**src/rtl/xsel_pkg.sv**
```systemverilog
package xsel_pkg;

    // Bits needed to hold a count from 0 up to and including max_val.
    function automatic int cnt_width(input int max_val);
        return (max_val < 1) ? 1 : $clog2(max_val + 1);
    endfunction

endpackage

```
**src/rtl/xsel_avail.sv**
```systemverilog
module xsel_avail #(
    parameter int N  = 4,
    parameter int S1 = 2,
    parameter int S2 = 2,
    parameter int CW = 2
) (
    input  logic [N-1:0][CW-1:0] wr_cnt,
    input  logic [N-1:0][CW-1:0] rd_cnt,
    output logic [N-1:0]         elig
);
    localparam logic [CW-1:0] WR_LIM = CW'(S1);
    localparam logic [CW-1:0] RD_LIM = CW'(S2);

    // One comparator pair per port: write room now and read room at departure.
    for (genvar p = 0; p < N; p++) begin : g_port
        assign elig[p] = (wr_cnt[p] < WR_LIM) && (rd_cnt[p] < RD_LIM);
    end
endmodule

```
**src/rtl/xsel_pick.sv**
```systemverilog
module xsel_pick #(
    parameter int N  = 4,
    parameter int PW = 2
) (
    input  logic [N-1:0]  elig,
    output logic          found,
    output logic [PW-1:0] idx
);
    // Lowest index wins: walk from the top so the last hit is the smallest.
    always_comb begin
        found = |elig;
        idx   = '0;
        for (int p = N - 1; p >= 0; p--) begin
            if (elig[p]) idx = PW'(p);
        end
    end
endmodule

```
**src/rtl/xbar_port_sel.sv**
```systemverilog
module xbar_port_sel #(
    parameter int N         = 4,
    parameter int S1        = 2,
    parameter int S2        = 2,
    parameter int SLOT_BITS = 3,
    localparam int D        = 1 << SLOT_BITS,
    localparam int PW       = (N > 1) ? $clog2(N) : 1,
    localparam int CW       = xsel_pkg::cnt_width((S1 > S2) ? S1 : S2)
) (
    input  logic                 clk,
    input  logic                 rst_n,
    input  logic                 slot_tick,
    input  logic                 req_valid,
    input  logic [SLOT_BITS-1:0] req_ofs,
    output logic                 grant_valid,
    output logic [PW-1:0]        grant_port,
    output logic                 stall,
    output logic [N*CW-1:0]      rd_load
);
    typedef logic [N-1:0][CW-1:0] port_cnt_t;

    typedef struct packed {
        port_cnt_t                  wr;
        logic [D-1:0][N-1:0][CW-1:0] rd;
        logic [SLOT_BITS-1:0]       cur;
        logic                       gv;
        logic [PW-1:0]              port;
        logic                       stall;
    } state_t;

    state_t st_q, st_d;

    // State as seen after an optional slot advance in this cycle.
    port_cnt_t                    wr_pre;
    logic [D-1:0][N-1:0][CW-1:0]  rd_pre;
    logic [SLOT_BITS-1:0]         cur_pre;
    logic [SLOT_BITS-1:0]         tgt_slot;
    port_cnt_t                    rd_at_tgt;
    logic [N-1:0]                 elig;
    logic                         pick_found;
    logic [PW-1:0]                pick_idx;

    always_comb begin
        wr_pre  = st_q.wr;
        rd_pre  = st_q.rd;
        cur_pre = st_q.cur;
        if (slot_tick) begin
            wr_pre          = '0;
            rd_pre[st_q.cur] = '0;
            cur_pre         = st_q.cur + SLOT_BITS'(1);
        end
        tgt_slot  = cur_pre + req_ofs;
        rd_at_tgt = rd_pre[tgt_slot];
    end

    xsel_avail #(.N(N), .S1(S1), .S2(S2), .CW(CW)) u_avail (
        .wr_cnt (wr_pre),
        .rd_cnt (rd_at_tgt),
        .elig   (elig)
    );

    xsel_pick #(.N(N), .PW(PW)) u_pick (
        .elig  (elig),
        .found (pick_found),
        .idx   (pick_idx)
    );

    always_comb begin
        st_d       = st_q;
        st_d.wr    = wr_pre;
        st_d.rd    = rd_pre;
        st_d.cur   = cur_pre;
        st_d.gv    = 1'b0;
        st_d.stall = 1'b0;
        if (req_valid) begin
            if (req_ofs == '0 || !pick_found) begin
                st_d.stall = 1'b1;
            end else begin
                st_d.gv                     = 1'b1;
                st_d.port                   = pick_idx;
                st_d.wr[pick_idx]           = wr_pre[pick_idx] + CW'(1);
                st_d.rd[tgt_slot][pick_idx] = rd_pre[tgt_slot][pick_idx] + CW'(1);
            end
        end
    end

    always_ff @(posedge clk) begin
        if (!rst_n) st_q <= '0;
        else        st_q <= st_d;
    end

    assign grant_valid = st_q.gv;
    assign grant_port  = st_q.port;
    assign stall       = st_q.stall;
    assign rd_load     = st_q.rd[st_q.cur];

    // ---------------- assertions ----------------
    localparam logic [CW-1:0] WR_MAX = CW'(S1);
    localparam logic [CW-1:0] RD_MAX = CW'(S2);

    for (genvar p = 0; p < N; p++) begin : g_chk_port
        p_wr_budget_r3: assert property (@(posedge clk) disable iff (!rst_n)
            st_q.wr[p] <= WR_MAX);
        for (genvar s = 0; s < D; s++) begin : g_chk_slot
            p_rd_budget_r4: assert property (@(posedge clk) disable iff (!rst_n)
                st_q.rd[s][p] <= RD_MAX);
        end
    end

    p_pick_lowest_r2: assert property (@(posedge clk) disable iff (!rst_n)
        pick_found |-> (elig[pick_idx] &&
                        ((elig & ~({N{1'b1}} << pick_idx)) == '0)));

    p_stall_frozen_r5: assert property (@(posedge clk) disable iff (!rst_n)
        (!slot_tick && req_valid) |=> (stall |-> (st_q.wr == $past(st_q.wr) &&
                                                  st_q.rd == $past(st_q.rd))));

    p_zero_ofs_r6: assert property (@(posedge clk) disable iff (!rst_n)
        (req_valid && req_ofs == '0) |=> (stall && !grant_valid));

    p_excl_r9: assert property (@(posedge clk) disable iff (!rst_n)
        !(grant_valid && stall));

    p_quiet_r9: assert property (@(posedge clk) disable iff (!rst_n)
        !req_valid |=> (!grant_valid && !stall));

    p_tick_clears_r7: assert property (@(posedge clk) disable iff (!rst_n)
        (slot_tick && !req_valid) |=> (st_q.wr == '0));
endmodule

```
**config.mk**
```make
export PLATFORM = sky130hd
export DESIGN_NAME = xbar_port_sel
export DESIGN_NICKNAME = d
export VERILOG_FILES = /design/src/rtl/xsel_pkg.sv /design/src/rtl/xsel_avail.sv /design/src/rtl/xsel_pick.sv /design/src/rtl/xbar_port_sel.sv
export SDC_FILE = /design/constraint.sdc
export NUM_CORES = 1
export LEC_CHECK = 0
export BUFFER_PORTS_ARGS = -buffer_cell sky130_fd_sc_hd__buf_2
export CAP_MARGIN = 10
export CORE_MARGIN = 2
export CORE_UTILIZATION = 55
export DETAILED_ROUTE_END_ITERATION = 8
export GPL_ROUTABILITY_DRIVEN = 0
export PLACE_DENSITY = 0.69
export SLEW_MARGIN = 0
export SYNTH_ARGS = -nofsm -noshare
export SYNTH_HDL_FRONTEND = slang
export SYNTH_SLANG_ARGS = --single-unit
export TNS_END_PERCENT = 50
```
**constraint.sdc**
```tcl
create_clock -name clk -period 6.4 [get_ports clk]
set_input_delay 1.28 -clock clk [delete_from_list [all_inputs] [get_ports clk]]
set_output_delay 1.28 -clock clk [all_outputs]
set_load 0.1 [all_outputs]
```
Word level (Yosys, flattened, before mapping). Cells that the tools add are included.

Register bits: 79. Latch bits: 0. Bits in writable memories: 0. Bits in read-only memories: 0. Input bits: 7. Output and inout bits: 12. Memories: 0.

Add/sub/neg operators: 4. Multipliers: 0. Divide/modulo/power cells: 0. Magnitude comparators: 14. Eq/ne operators: 0. Shifts and indexed selects: 0. Muxes and demuxes: 27. Bitwise gates (word level): 3. Reductions and logical operators: 13.

Operator list (count): 72-bit 2-to-1 mux (2); 64-bit AND (1); 64-bit bitwise mux (1); 64-bit 2-to-1 mux (1); 64-bit NOT (1); 8-bit binary-select mux with 3-bit select (2); 8-bit demux with 3-bit select (2); 8-bit 2-to-1 mux (5); 2-bit < comparator, second input constant (8); 2-bit 2-to-1 mux (7); 2-bit binary-select mux with 2-bit select (2); 8-bit bitwise mux (1); 3-bit by 4-bit < comparator with 1-bit output, second input constant (2); 1-bit logical AND (7); 3-bit by 1-bit >= comparator with 1-bit output, second input constant (2); 3-bit 2-to-1 mux (2); 2-bit by 1-bit adder with 2-bit output, second input constant (2); 2-bit demux with 2-bit select (1); 2-bit AND reduction (2); 4-bit OR reduction (1); 3-bit by 1-bit adder with 3-bit output, second input constant (1); 3-bit adder (1); 3-bit logical NOT (1); 2-bit by 3-bit < comparator with 1-bit output, second input constant (1); other kinds (5) (5).

Logic depth before layout (Yosys ltp).
Depth in word-level cells: 24. Depth in mapped cells: 19.

Modules after synthesis. A second synthesis with hierarchy kept.

Cells, all modules: 532. Area total of the unflattened synthesis: 4852.2 um^2.

By module, submodules not included: xbar_port_sel (times used 1, cells each 521, area each 4802.1 um^2, sequential area each 1581.5 um^2); xsel_pick (times used 1, cells each 7, area each 35.0 um^2, sequential area each 0.0 um^2); xsel_avail (times used 1, cells each 4, area each 15.0 um^2, sequential area each 0.0 um^2).

Worst setup path before layout. OpenSTA, ideal clock, no wires.

Path type: input to register. From: in slot_tick. To: reg st_q[39] (netlist bit). Arrival time: 4.684 ns. Required time: 6.236 ns. Setup slack: 1.553 ns. Stages: 14. Buffers on the path: 3. Cell sequence: buf_2 > mux2_2 > fa_1 > xnor3_2 > xor2_1 > buf_4 > nor2_1 > a222oi_1 > or3b_1 > a31o_1 > a221oi_4 > buf_4 > and2_1 > a221oi_1.

Cells in the longest elaborated chain, start to end: 19.

RTL lines: start: declaration (RTL line xbar_port_sel.sv:12) `input logic slot_tick,`; 3-bit 2-to-1 mux * (RTL line xbar_port_sel.sv:47) `if (slot_tick) begin`; net cur_pre[1] (RTL line xbar_port_sel.sv:36) `logic [SLOT_BITS-1:0] cur_pre;`; 3-bit adder * (RTL line xbar_port_sel.sv:52) `tgt_slot = cur_pre + req_ofs;`; 8-bit binary-select mux with 3-bit select (RTL line xbar_port_sel.sv:53, xbar_port_sel.sv:82); 8-bit 2-to-1 mux (implied by the code) (RTL line xbar_port_sel.sv:53, xbar_port_sel.sv:82); 2-bit < comparator (RTL line xsel_avail.sv:16) `assign elig[p] = (wr_cnt[p] < WR_LIM) && (rd_cnt[p] < RD_LIM);`; 1-bit logical AND (RTL line xsel_avail.sv:16); 2-bit 2-to-1 mux (4 in a row) (RTL line xsel_pick.sv:14) `if (elig[p]) idx = PW'(p);`; 2-bit by 3-bit < comparator with 1-bit output (implied by the code) / 2-bit by 1-bit >= comparator with 1-bit output (equally long branches) (RTL line xbar_port_sel.sv:82) `st_d.rd[tgt_slot][pick_idx] = rd_pre[tgt_slot][pick_idx] + CW'(1);`; 1-bit logical AND (implied by the code) (RTL line xbar_port_sel.sv:82); 2-bit 2-to-1 mux (implied by the code) (RTL line xbar_port_sel.sv:82); 2-bit demux with 2-bit select (RTL line xbar_port_sel.sv:82); 8-bit 2-to-1 mux (implied by the code) (RTL line xbar_port_sel.sv:82); 8-bit demux with 3-bit select (RTL line xbar_port_sel.sv:82); 64-bit bitwise mux (RTL line xbar_port_sel.sv:82); 72-bit 2-to-1 mux * (RTL line xbar_port_sel.sv:76) `if (req_ofs == '0 || !pick_found) begin`; 72-bit 2-to-1 mux * (RTL line xbar_port_sel.sv:75) `if (req_valid) begin`; end signal: assignment (RTL line xbar_port_sel.sv:89) `else st_q <= st_d;`; end: declaration (RTL line xbar_port_sel.sv:31) `state_t st_q, st_d;`.

The timed path passes the listed nets; every way through them passes the cells marked *. The select of a mux whose other input is x is not followed. A chain may end at the register's enable or synchronous reset.

Worst setup path in the final report.
From: in slot_tick. To: reg st_q[47] (netlist bit).

Same word-level chain as after synthesis.

==> results.txt <==
----------------------------------------------------
[Status]
  Status ... complete, no violations

[Synthesis]
  Area contributors post-synth ... dfxtp_1 (35%), mux4_2 (8.4%), nand2_1 (5.7%), nand3_1 (5.4%), nor2_1 (4.0%)
  Post-synth ARST share ... 0%
  Count leader, synth ... dfxtp_1
  Summed instance area of the synthesized netlist ... 0.00454 mm²
  Register bit total from synthesis ... 79
  Synthesized netlist net count ... 542
  Ranking of synthesized cells by instance count ... dfxtp_1 (79), nand2_1 (69), nand3_1 (49)
  Number of enable flip-flop cells after synthesis ... 0
  Count of distinct cell types in the synthesized netlist ... 68
  Syn avg cell area ... 8.53 µm²
  Instance count of the mapped netlist ... 532
  Share of Yosys cell area claimed by the top area cell type ... 34.8%
  Most area-hungry cell type in the Yosys netlist ... dfxtp_1
  Count of synthesis-stage warnings from yosys ... 0
  Most used flip-flop cell after synthesis ... dfxtp_1
  Share of synthesized area occupied by flip-flops and latches ... 34.8%

[Global route]
  Initial antenna violation count ... 0
  Via count of the first global-routing pass ... 4189
  Largest net degree at the start of global routing ... 54
  Congestion Overflow GR ... 0
  Global-route wire length before repair ... 23400 µm
  Global-route total usage across every layer ... 34.8%

[Setup path]
  CP max stage cell ... xnor2_2
  Kind of cell with the highest combined delay on the critical path ... compound AO/OA/AOI/OAI gates
  Cell chain of the critical path ... buf_2, mux2_2, fa_1, xnor3_2, xnor2_2, a21oi_1, a2111oi_2, nand2_1, a31o_1, a221oi_4, buf_4, and2_1, a221oi_1
  Max Fanout on Critical Path ... 17
  Critical Path Stages ... 13
  Crit Path Class ... in2reg
  Buf/Inv on CP ... 2
  Required time at the endpoint of the critical path ... 6.59 ns
  Launching point of the worst reg2reg path ... st_q[4]$_SDFF_PN0_
  Startpoint class of the critical path ... input port
  Arrival time worst endpoint ... 5.62 ns
  Element type at the critical path end ... flop
  Worst setup path startpoint ... slot_tick
  Number of cell instances on the worst register-to-register path ... 14
  Largest incremental delay on the critical path ... 0.55 ns

[Final layout]
  Final Non-Filler Cells ... 647
  Core occupancy in the finished layout ... 60.6%
  Area growth from synthesis to final layout ... 8.11%
  Fraction of layout instances using a drive strength above 1 ... 16.6%
  Number of diodes ... 0
  Final net count ... 547
  Cell area after layout ... 0.00491 mm²

[Drt]
  Initial detailed-routing violation count ... 551
  Total wirelength of the detailed-routed design ... 14900 µm
  Count of unresolved DRC violations after routing ... 0
  Post-detailed-route via-to-cell ratio ... 7.00
  Overall via count from detail_route ... 4528
  Average routed wire per standard cell ... 23.1 µm
  Remaining antenna violation count after routing ... 0
  Number of iterations in the first detailed-routing pass ... 5

[Placement]
  Setup slack at placement ... 0.707 ns
  Count of port buffers added during placement ... 18
  Post-detailed-placement half-perimeter wirelength ... 10300 µm
  Post-Place Cell Area ... 0.00472 mm²
  Cell Count Post-Placement ... 631

[Worst hold path]
  Hold Crit Class ... reg2reg
  Worst hold path startpoint ... st_q[24]$_SDFF_PN0_
  Worst Hold Depth ... 2

[STA]
  Final worst clock skew ... 0.0126 ns
  Accumulated negative setup slack ... 0 ns
  Final hold violation count ... 0
  Minimum clock period ... 5.43 ns
  Count of pins over their slew limit ... 0
  Max-slew headroom ... 35.1%
  Maximum clock frequency ... 0.184 GHz
  Setup violators final ... 0
  Worst Tran Pin Value ... 0.970 ns
  Post-route fraction of the period consumed by the critical path ... 84.8%
  Unrepaired setup endpoints after global routing ... no
  Final worst slack ... 0.974 ns
  Final hold slack ... 0.486 ns

[CTS]
  Max clock buf depth ... 2
  Clock buffers created by TritonCTS ... 9
  CTS root buffer ... clkbuf_8
  Buffers inserted by post-CTS timing repair ... 0
  Number of clock sinks seen by CTS ... 79
  CTS-repair resized insts ... 0
  Clk_lat worst skew ... 0.36 ns
  TritonCTS clock tree ... done
  CTS H-tree lvls ... 3
  Worst-path clk slew ... 0.08 ns
  Number of hold buffers added after cts ... 0

[Pwr]
  Leakage ... 1.70 nW
  Power density over the cells ... 271 mW/mm²
  Maximum resistive drop on vdd ... 135 µV
  Post-route total power ... 1.33 mW

[Floorplanning]
  Initial core utilization ... 56.1%
  Die height ... 94.8 µm
  Number of placement rows ... 33
  Horiz. Die Dim ... 94.8 µm
  I/O pin cnt ... 19
  Area of the die ... 0.00899 mm²
  Area of the placeable core ... 0.00809 mm²

[Job]
  Max-cap violation count ... 0

----------------------------------------------------
cell usage in the layout, fill, tap and decap left out, types with 3 or more instances in the layout:
cell and instances:
nand2b_1 5, o31ai_1 3, buf_2 18, clkbuf_8 11, mux2i_1 4, dfxtp_1 79, mux4_2 17, o21ai_1 8
o211ai_1 5, o22ai_1 8, or3_1 3, and3_1 7, nor3_1 5, clkinvlp_4 4, a22oi_1 9, and2_1 17
nor2_1 48, a21oi_1 19, o2111ai_1 5, inv_1 3, a31oi_1 4, nand4_1 8, nor2b_1 6, a32oi_1 14
nand4bb_1 3, buf_4 23, mux2_2 9, nand2_1 69, o21ai_0 22, a221oi_1 8, xor2_1 4, nand3_1 49
where the power goes:
part           total [mW]  leakage (nW)  switching, mW  internal [mW]
registers           0.518         0.638         0.0111          0.507
clock network       0.355        0.0809          0.193          0.162
logic               0.455         0.981          0.324          0.130
total                1.33          1.70          0.528          0.799
tightest hold or removal path, cell delays in order, from the launching register on:
cell,delay (ns)
dfxtp_1,0.32
nand2_1,0.07
a21oi_1,0.06
path summary, 6_finish.rpt:
| kind | to | slack (ns) |
|---|---|---|
| worst min register to register | st_q[24]$_SDFF_PN0_ | 0.49 |
| worst min-delay path | st_q[24]$_SDFF_PN0_ | 0.49 |
| worst max register to register | st_q[47]$_SDFF_PN0_ | 1.26 |
| worst max-delay path | st_q[47]$_SDFF_PN0_ | 0.97 |
state kept, by name, summed over array words and instances (netlist names):
| signal | count |
|---|---|
| grant_port | 2 |
| grant_valid | 1 |
| st_q | 75 |
| stall | 1 |
per-layer routing:
| metal | track usage [%] | wire, µm | up-vias |
|---|---|---|---|
| li1 | - | - | 2002 |
| met1 | 46.5 | 6050 | 2172 |
| met2 | 53.9 | 6750 | 305 |
| met3 | 8.62 | 1600 | 49 |
| met4 | 14.4 | 514 | 0 |
| met5 | 0 | 0 | - |
cell type report:
type                    count  area [µm²]
clock buffers              12         155
clock inverters             4        30.0
fillers                   752        3190
inverters                   4        15.0
multi-input cells         402        2730
flip-flops and latches     79        1580
well taps                 105         131
repair buffers             41         263
kinds of logic after synthesis:
group                    synth area share [%]
multiplexers                             11.6
adder cells (fa/ha/maj)                 0.992
buffers and inverters                    4.99
AO/OA/AOI/OAI                            20.7
flip-flops                               34.8
XOR/XNOR                                 1.65
AND/OR/NAND/NOR                          25.3
(Power assumes the default switching activity.)
